`config.mk`:
```
export PLATFORM = sky130hd
export DESIGN_NAME = fcmp_unit
export DESIGN_NICKNAME = d
export VERILOG_FILES = /design/src/rtl/fcmp_pkg.sv /design/src/rtl/fcmp_unpack.sv /design/src/rtl/fcmp_relate.sv /design/src/rtl/fcmp_status_merge.sv /design/src/rtl/fcmp_unit.sv
export SDC_FILE = /design/constraint.sdc
export NUM_CORES = 1
export LEC_CHECK = 0
export ABC_AREA = 1
export ABC_CLOCK_PERIOD_IN_PS = 2800
export BUFFER_PORTS_ARGS = -buffer_cell sky130_fd_sc_hd__buf_2
export CORE_ASPECT_RATIO = 2
export CORE_MARGIN = 2
export CORE_UTILIZATION = 35
export DETAILED_ROUTE_END_ITERATION = 8
export GPL_TIMING_DRIVEN = 0
export PLACE_DENSITY = 0.62
export SLEW_MARGIN = 20
export SYNTH_ARGS = -nofsm -noshare
export SYNTH_HDL_FRONTEND = slang
export SYNTH_SLANG_ARGS = --single-unit
```
`constraint.sdc`:
```
create_clock -name clk -period 2.8 [get_ports clk]
set_input_delay 0.28 -clock clk [delete_from_list [all_inputs] [get_ports clk]]
set_output_delay 0.28 -clock clk [all_outputs]
set_load 0.005 [all_outputs]
```
`src/rtl/fcmp_pkg.sv`:
```
package fcmp_pkg;

    localparam int STAT_W      = 64;
    localparam int MAG_W       = 63;
    localparam int CC_W        = 2;
    localparam int CC_BASE     = 10;
    localparam int CC_HI_SHIFT = 22;
    localparam int NV_TEM_BIT  = 27;
    localparam int NV_ACC_BIT  = 9;
    localparam int NV_CUR_BIT  = 4;
    localparam int TT_LSB      = 14;
    localparam int TT_W        = 3;
    localparam logic [TT_W-1:0] TT_IEEE = 3'b001;

    localparam int SP_EXP = 8;
    localparam int SP_FRC = 23;
    localparam int DP_EXP = 11;
    localparam int DP_FRC = 52;

    typedef enum logic [CC_W-1:0] {
        REL_EQ = 2'b00,
        REL_LT = 2'b01,
        REL_GT = 2'b10,
        REL_UN = 2'b11
    } rel_e;

    typedef struct packed {
        logic             sign;
        logic [MAG_W-1:0] mag;
        logic             nan;
        logic             zero;
    } opnd_t;

    function automatic int cc_lsb(input logic [1:0] sel);
        if (sel == 2'd0)
            return CC_BASE;
        return CC_BASE + CC_HI_SHIFT + 2 * (int'(sel) - 1);
    endfunction

    function automatic logic [CC_W-1:0] cc_get(input logic [STAT_W-1:0] s,
                                               input logic [1:0] sel);
        return s[cc_lsb(sel) +: CC_W];
    endfunction

endpackage

```
`src/rtl/fcmp_unpack.sv`:
```
module fcmp_unpack
    import fcmp_pkg::*;
#(
    parameter int EXP_W = 8,
    parameter int FRC_W = 23
) (
    input  logic [EXP_W+FRC_W:0] word_i,
    output opnd_t                info_o
);
    localparam int W = EXP_W + FRC_W + 1;

    logic [EXP_W-1:0] expo;
    logic [FRC_W-1:0] frac;

    assign expo = word_i[W-2:FRC_W];
    assign frac = word_i[FRC_W-1:0];

    always_comb begin
        info_o      = '0;
        info_o.sign = word_i[W-1];
        info_o.mag  = MAG_W'(word_i[W-2:0]);
        info_o.nan  = (&expo) && (|frac);
        info_o.zero = ~|word_i[W-2:0];
    end
endmodule

```
`src/rtl/fcmp_relate.sv`:
```
module fcmp_relate
    import fcmp_pkg::*;
(
    input  opnd_t a_i,
    input  opnd_t b_i,
    output rel_e  rel_o
);
    logic mag_lt;

    assign mag_lt = a_i.mag < b_i.mag;

    always_comb begin
        if (a_i.nan || b_i.nan)
            rel_o = REL_UN;
        else if (a_i.zero && b_i.zero)
            rel_o = REL_EQ;
        else if (a_i.sign != b_i.sign)
            rel_o = a_i.sign ? REL_LT : REL_GT;
        else if (a_i.mag == b_i.mag)
            rel_o = REL_EQ;
        else if (!a_i.sign)
            rel_o = mag_lt ? REL_LT : REL_GT;
        else
            rel_o = mag_lt ? REL_GT : REL_LT;
    end
endmodule

```
`src/rtl/fcmp_status_merge.sv`:
```
module fcmp_status_merge
    import fcmp_pkg::*;
(
    input  logic [STAT_W-1:0] stat_i,
    input  logic [1:0]        sel_i,
    input  rel_e              rel_i,
    input  logic              signal_i,
    output logic [STAT_W-1:0] stat_o,
    output logic              trap_o
);
    logic unord;

    assign unord  = (rel_i == REL_UN);
    assign trap_o = unord && (signal_i || stat_i[NV_TEM_BIT]);

    always_comb begin
        stat_o = stat_i;
        stat_o[cc_lsb(sel_i) +: CC_W] = rel_i;
        if (trap_o) begin
            stat_o[NV_CUR_BIT]         = 1'b1;
            stat_o[TT_LSB +: TT_W]     = TT_IEEE;
        end else if (unord) begin
            stat_o[NV_ACC_BIT]         = 1'b1;
        end
    end
endmodule

```
`src/rtl/fcmp_unit.sv`:
```
module fcmp_unit
    import fcmp_pkg::*;
(
    input  logic              clk,
    input  logic              rst,
    input  logic              valid_i,
    input  logic              dbl_i,
    input  logic [1:0]        fld_sel_i,
    input  logic              signal_i,
    input  logic [63:0]       op_a_i,
    input  logic [63:0]       op_b_i,
    input  logic [STAT_W-1:0] status_i,
    output logic [STAT_W-1:0] status_o,
    output logic              trap_o
);
    localparam int N_OPS = 2;
    localparam int SP_W  = SP_EXP + SP_FRC + 1;
    localparam int DP_W  = DP_EXP + DP_FRC + 1;

    logic [63:0]       words [N_OPS];
    opnd_t             sp_info [N_OPS];
    opnd_t             dp_info [N_OPS];
    opnd_t             sel_info [N_OPS];
    rel_e              rel;
    logic [STAT_W-1:0] status_n;
    logic              trap_n;
    logic [STAT_W-1:0] status_q;
    logic              trap_q;

    assign words[0] = op_a_i;
    assign words[1] = op_b_i;

    for (genvar gi = 0; gi < N_OPS; gi++) begin : g_op
        fcmp_unpack #(.EXP_W(SP_EXP), .FRC_W(SP_FRC)) u_sp (
            .word_i (words[gi][SP_W-1:0]),
            .info_o (sp_info[gi])
        );
        fcmp_unpack #(.EXP_W(DP_EXP), .FRC_W(DP_FRC)) u_dp (
            .word_i (words[gi][DP_W-1:0]),
            .info_o (dp_info[gi])
        );
        assign sel_info[gi] = dbl_i ? dp_info[gi] : sp_info[gi];
    end

    fcmp_relate u_rel (
        .a_i   (sel_info[0]),
        .b_i   (sel_info[1]),
        .rel_o (rel)
    );

    fcmp_status_merge u_merge (
        .stat_i   (status_i),
        .sel_i    (fld_sel_i),
        .rel_i    (rel),
        .signal_i (signal_i),
        .stat_o   (status_n),
        .trap_o   (trap_n)
    );

    always_ff @(posedge clk) begin
        if (rst) begin
            status_q <= '0;
            trap_q   <= 1'b0;
        end else begin
            trap_q <= valid_i && trap_n;
            if (valid_i)
                status_q <= status_n;
        end
    end

    assign status_o = status_q;
    assign trap_o   = trap_q;
endmodule

```
## After elaboration in Yosys (flattened, before gate mapping)

Cells that the tools add are included.

- Word-level logic and storage cells: 55
- Input bits: 199
- Output and inout port bits: 65
- Register bits: 65

- Shifts and indexed selects: 2
- Eq/ne operators: 3
- $lt $le $gt $ge: 1
- Reductions and logical operators: 26
- Add/subtract/negate cells: 3
- Mux-type cells: 18

Operators with widths:

| kind | number |
|---|---|
| 2-to-1 mux 66 bit | 2 |
| OR reduction 63 bit | 2 |
| OR reduction 52 bit | 2 |
| bitwise mux 64 bit | 1 |
| variable shift 2 x 33 -> 64 bit (first input constant) | 1 |
| indexed part select 2 x 33 -> 64 bit | 1 |
| == test 63 bit | 1 |
| less-than comparator 63 bit | 1 |
| OR reduction 31 bit | 2 |
| OR reduction 23 bit | 2 |
| negator 32 -> 33 bit | 1 |
| adder 7 x 32 -> 32 bit (first input constant) | 1 |
| 2-to-1 mux 32 bit | 1 |
| AND reduction 11 bit | 2 |
| 2-to-1 mux 2 bit | 8 |
| AND reduction 8 bit | 2 |
| logical AND 1 bit | 7 |
| zero test 1 bit | 4 |
| 2-to-1 mux 1 bit | 4 |
| 2-to-1 mux 4 bit | 1 |
| 2-to-1 mux 3 bit | 1 |
| subtractor 2 x 1 -> 3 bit (second input constant) | 1 |
| == test 2 bit (second input constant) | 1 |
| zero test 2 bit | 1 |
| 2 further kinds | 3 |

## Logic depth before layout (Yosys ltp)

- Word-level depth: 14
- Gate-level depth with buffers: 26

## Modules after synthesis

Synthesis repeated with hierarchy kept, for this count alone.

- Cell total of the unflattened synthesis: 1793
- Area, all modules: 10007.1 um^2

By module, submodules not included:

| module | sequential area each (um^2) | cells each | area an instance (um^2) | times used |
|---|---|---|---|---|
| fcmp_unit | 1301.2 | 833 | 4426.7 | 1 |
| fcmp_relate | 0.0 | 320 | 1880.6 | 1 |
| fcmp_unpack at g_op[0].u_dp ... | 0.0 | 128 | 744.5 | 2 |
| fcmp_unpack at g_op[0].u_sp ... | 0.0 | 102 | 641.9 | 2 |
| fcmp_status_merge | 0.0 | 180 | 927.1 | 1 |

## Worst setup path before layout

No wires, ideal clock.

- Path type: input to register
- Start point: input port dbl_i
- End point: register status_q[63], in the netlist status_o[63]
- Setup time: 0.132 ns
- Arrival: 2.482 ns
- Required time: 2.668 ns
- Buffers on the path: 2
- Stages on the path: 23
- Slack: 0.186 ns
- Cells stage by stage: buf_2 > buf_1 > nand2_1 > ha_1 > nand2_1 > nor2_2 > nand2_1 > nor3_2 > nand2_1 > nor2_1 > nand2_1 > nand2_1 > nand2_1 > nand3_1 > nand2_1 > nand2_1 > nand2_2 > nand2_2 > nor2_4 > nand2_2 > nand2_1 > nand2_1 > a21oi_2

- Longest elaborated chain between the ends: 10

RTL lines:

| what | line | RTL |
|---|---|---|
| from (decl) | fcmp_unit.sv:7 | `input logic dbl_i,` |
| 2-to-1 mux 66 bit | fcmp_unit.sv:42 | `assign sel_info[gi] = dbl_i ? dp_info[gi] : sp_info[gi];` |
| less-than comparator 63 bit | fcmp_relate.sv:10 | `assign mag_lt = a_i.mag < b_i.mag;` |
| 2-to-1 mux 2 bit, on equally long branches | fcmp_relate.sv:22, fcmp_relate.sv:24 |  |
| 2-to-1 mux 2 bit | fcmp_relate.sv:21 | `else if (!a_i.sign)` |
| 2-to-1 mux 2 bit | fcmp_relate.sv:19 | `else if (a_i.mag == b_i.mag)` |
| 2-to-1 mux 2 bit | fcmp_relate.sv:17 | `else if (a_i.sign != b_i.sign)` |
| 2-to-1 mux 2 bit | fcmp_relate.sv:15 | `else if (a_i.zero && b_i.zero)` |
| 2-to-1 mux 2 bit (*) | fcmp_relate.sv:13 | `if (a_i.nan \|\| b_i.nan)` |
| indexed part select 2 x 33 -> 64 bit (*) | fcmp_status_merge.sv:18 | `stat_o[cc_lsb(sel_i) +: CC_W] = rel_i;` |
| bitwise mux 64 bit (*) | fcmp_status_merge.sv:18 |  |
| to (signal assigned) | fcmp_unit.sv:67 | `status_q <= status_n;` |
| to (decl) | fcmp_unit.sv:27 | `logic [STAT_W-1:0] status_q;` |

Every way passes the cells marked *; elsewhere a longest branch is shown, timed or not.
A chain may end at the register's enable or synchronous reset.

## Worst setup path after layout

- Start point: input port dbl_i
- End point: register status_q[28], in the netlist status_o[28]

The elaborated chain is that of the path after synthesis.

==> flow_summary.ini <==
[worst_setup_path]
required_ns = 3.07
end_kind = flop
critical_path.slowest_cell = ha_1
path_max_fanout = 15
path_cells = buf_12 -> buf_6 -> nand2_1 -> inv_1 -> ha_1 -> nand4_1 -> nor2_2 -> buf_4 -> nand2_2 -> nand2_1 -> a21oi_2 -> buf_4 -> nand3_1 -> nand3_1 -> nand2_1 -> nand2_2 -> nand2_4 -> buf_4 -> nand4_1 -> a21o_1 -> a21oi_1
slowest_delay_ns = 0.31
cpLargestDelayFamily = simple AND/OR/NAND/NOR gates
cp.arrival_ns = 2.95
crit_type = input pin to flop
critPathBufInv = 6
start_kind = input pin

[routing]
dr_wl_met2_mm = 13.93
dr.pass1.iters = 4
vias_per_cell = 5.058
drt-wirelength-per-cell_um = 16.72
top_layer_used = met4
wirelength_met1_mm = 7.416
vias = 7465
drt_iter0_markers = 238
wirelength_mm = 24.68
drcViolationCount = 0
ant_nets = 0
dr_wl_met3_mm = 1.619

[logic_synthesis]
yosysSeqAreaShare_pct = 21.83
synth-seq-cells = 65
synth-async-reset-ratio_pct = 0
synthesis.area_um2 = 5959
synth_nets = 1251
ys_warn_count = 0
synth_top_cell_by_area = dfxtp_1
ys.flop_type = dfxtp_1
syn_avg_cell_area_um2 = 6.081
synth_enable_flop_cells = 0
syn_inst = 980
synth_area_leaders = dfxtp_1 (22%), nand2_1 (17%), ha_1 (15%)
yosysTopAreaCellShare_pct = 21.83
yosys.cell_types.count = 32

[global_route]
grt_max_degree = 16
grt_pass1_wl_mm = 37.09
grt_pass1_vias = 7474
gr-usage-all-layers_pct = 27.23
antenna_found_initial = 1
gr-total-overflow = 0

[sta]
min_period_over_period_pct = 95.85
skew_ns = 0
fmax_mhz = 372.6
slew_headroom_pct = 54.01
setup_viol = 0
maxSlewViolCount = 0
worst_pin_slew_ns = 0.6898
final-hold-violation-count = 0
min_period_ns = 2.684

[die]
fp.dieW_um = 96.27
start_util_pct = 35.72
fp.dieArea_um2 = 18150
core_um2 = 16680
fp.dieH_um = 188.5
io_pins = 264
fp-row-count = 67

[clocking]
clk_pin_slew_ns = 0.06
cts_htree_levels = 3
clock_sinks = 65
cts_root_buf = clkbuf_16
cts_hold_buf = 0
worstSkewPairLatency_ns = 0.34
cts_tree = built
cts_buffers = 9
cts.path.max_buffers = 2

[cells_and_area]
stdcell_count = 1476
nNetsFinal = 1534
drive_gt1_share_pct = 27.68
syn2layout_area_growth_pct = 36.30
final_cell_area_um2 = 8123

[power]
power.leakage_nw = 4.422
p_clk_share_pct = 36.9
power_mw = 3.137
seqPwrFrac_pct = 32.2
sw_frac_of_total_pct = 33.20
combPwrFrac_pct = 30.9
p_per_area_nw_per_um2 = 386.2
peakVddDrop_uv = 705.1
intPower_mw = 2.095
switching_power_mw = 1.041

[flow_run]
max_cap_violations = 0

[run_status]
outcome = complete, no violations

[placed_design]
port-buffer-count = 262
dpl-instance-area_um2 = 7530
dp_hpwl_mm = 21.10
gp_congestion = 1.015
placedCellCount = 1449

[worst_hold_path]
hp-class = input pin to flop
==> power by group through the flow <==
| stage | Combinational, mW | Clock [mW] | Sequential [mW] |
|---|---|---|---|
| 2_1_floorplan | 0.489 | 0 | 1.03 |
| 3_3_place_gp | 0.892 | 0 | 1.03 |
| 3_5_place_dp | 0.900 | 0 | 1.03 |
| 4_1_cts | 0.922 | 1.17 | 1.01 |
| 5_1_grt | 1.08 | 1.21 | 1.02 |
| 6_report | 0.968 | 1.16 | 1.01 |
==> cells in the mapped netlist, types with 15 or more instances <==
| cell | number |
|---|---|
| nand2_1 | 270 |
| inv_1 | 129 |
| clkbuf_1 | 15 |
| ha_1 | 72 |
| nor2_1 | 109 |
| nand3_1 | 40 |
| nor4_1 | 21 |
| nand4_1 | 30 |
| nor3_1 | 20 |
| a21o_1 | 17 |
| o21ai_0 | 42 |
| a21oi_1 | 88 |
| dfxtp_1 | 65 |
==> routing by layer <==
| layer | global-route usage, % | vias to the layer above |
|---|---|---|
| li1 | - | 3763 |
| met1 | 22.78 | 3322 |
| met2 | 54.49 | 303 |
| met3 | 4.718 | 77 |
| met4 | 16.98 | 0 |
| met5 | 0 | - |
==> worst register-to-register path: cells and delay by family, from the launching register on <==
family          cells  cell delay (ns)
compound gates      2             0.25
flops               1             0.31
==> per-stage QoR <==
stage / TNS [ns] / hold slack, ns / utilization, % / setup WS [ns]
global route: -0.01965 / 0.1777 / 48.69 / -0.01489
global placement: -42.96 / 0.4487 / 45.14 / -1.002
detailed placement: -44.34 / 0.4522 / 45.14 / -1.039
floorplan: 0 / 0.4149 / - / 0.1862
finish: 0 / 0.1641 / 48.69 / 0.1162
CTS: 0 / 0.1656 / 47.48 / 0.006335
==> repair_timing <==
action                     in CTS  in global routing
gates resized for setup        20                 36
setup endpoints to repair      54                 54
pin swaps                       3                 15
buffers inserted                6                  5
==> worst paths after layout <==
check	start	endpoint	slack, ns	depth (start not counted)
max reg2reg	status_o[37]	status_o[37]	2.13	2
min	status_i[8]	status_o[8]	0.16	3
max	dbl_i	status_o[28]	0.12	21
min reg2reg	status_o[54]	status_o[54]	0.46	2
==> final cells by class <==
class / instances / area [µm²]
timing repair buffer: 273 / 1409
sequential: 65 / 1301
antenna: 1 / 2.502
multi-input combinational: 751 / 4165
inverter: 132 / 495.5
clock inverter: 6 / 66.31
fill: 1821 / 8559
buffer: 31 / 185.2
clock buffer: 10 / 239.0
tap: 207 / 259.0
==> cells in the final DEF, fill, tap and decap left out, drive strengths merged <==
master / instances
nand3b: 3
buf: 288
nand3: 40
nor4: 21
o21a: 6
nor3: 21
nand2: 277
clkinvlp: 3
clkbuf: 25
and3: 1
mux2i: 1
o21ai: 43
ha: 72
diode: 1
a31oi: 1
inv: 132
a21oi: 92
nand4: 30
o21bai: 3
nor2: 114
dlygate4sd1: 1
or2: 9
clkinv: 2
dfxtp: 65
a21o: 17
bufinv: 1
==> registers in the layout (all words and copies together), names as in the netlist <==
| register | cells |
|---|---|
| trap_o | 1 |
| status_o | 64 |
==> logic make-up after synthesis <==
logic type / share of synthesized area, %
AND/OR/NAND/NOR: 37.29
buffers and inverters: 10.56
adder cells (fa/ha/maj): 15.12
multiplexers: 0.1680
AO/OA/AOI/OAI: 15.03
flip-flops: 21.84
Power figures use the tool's default switching activity.
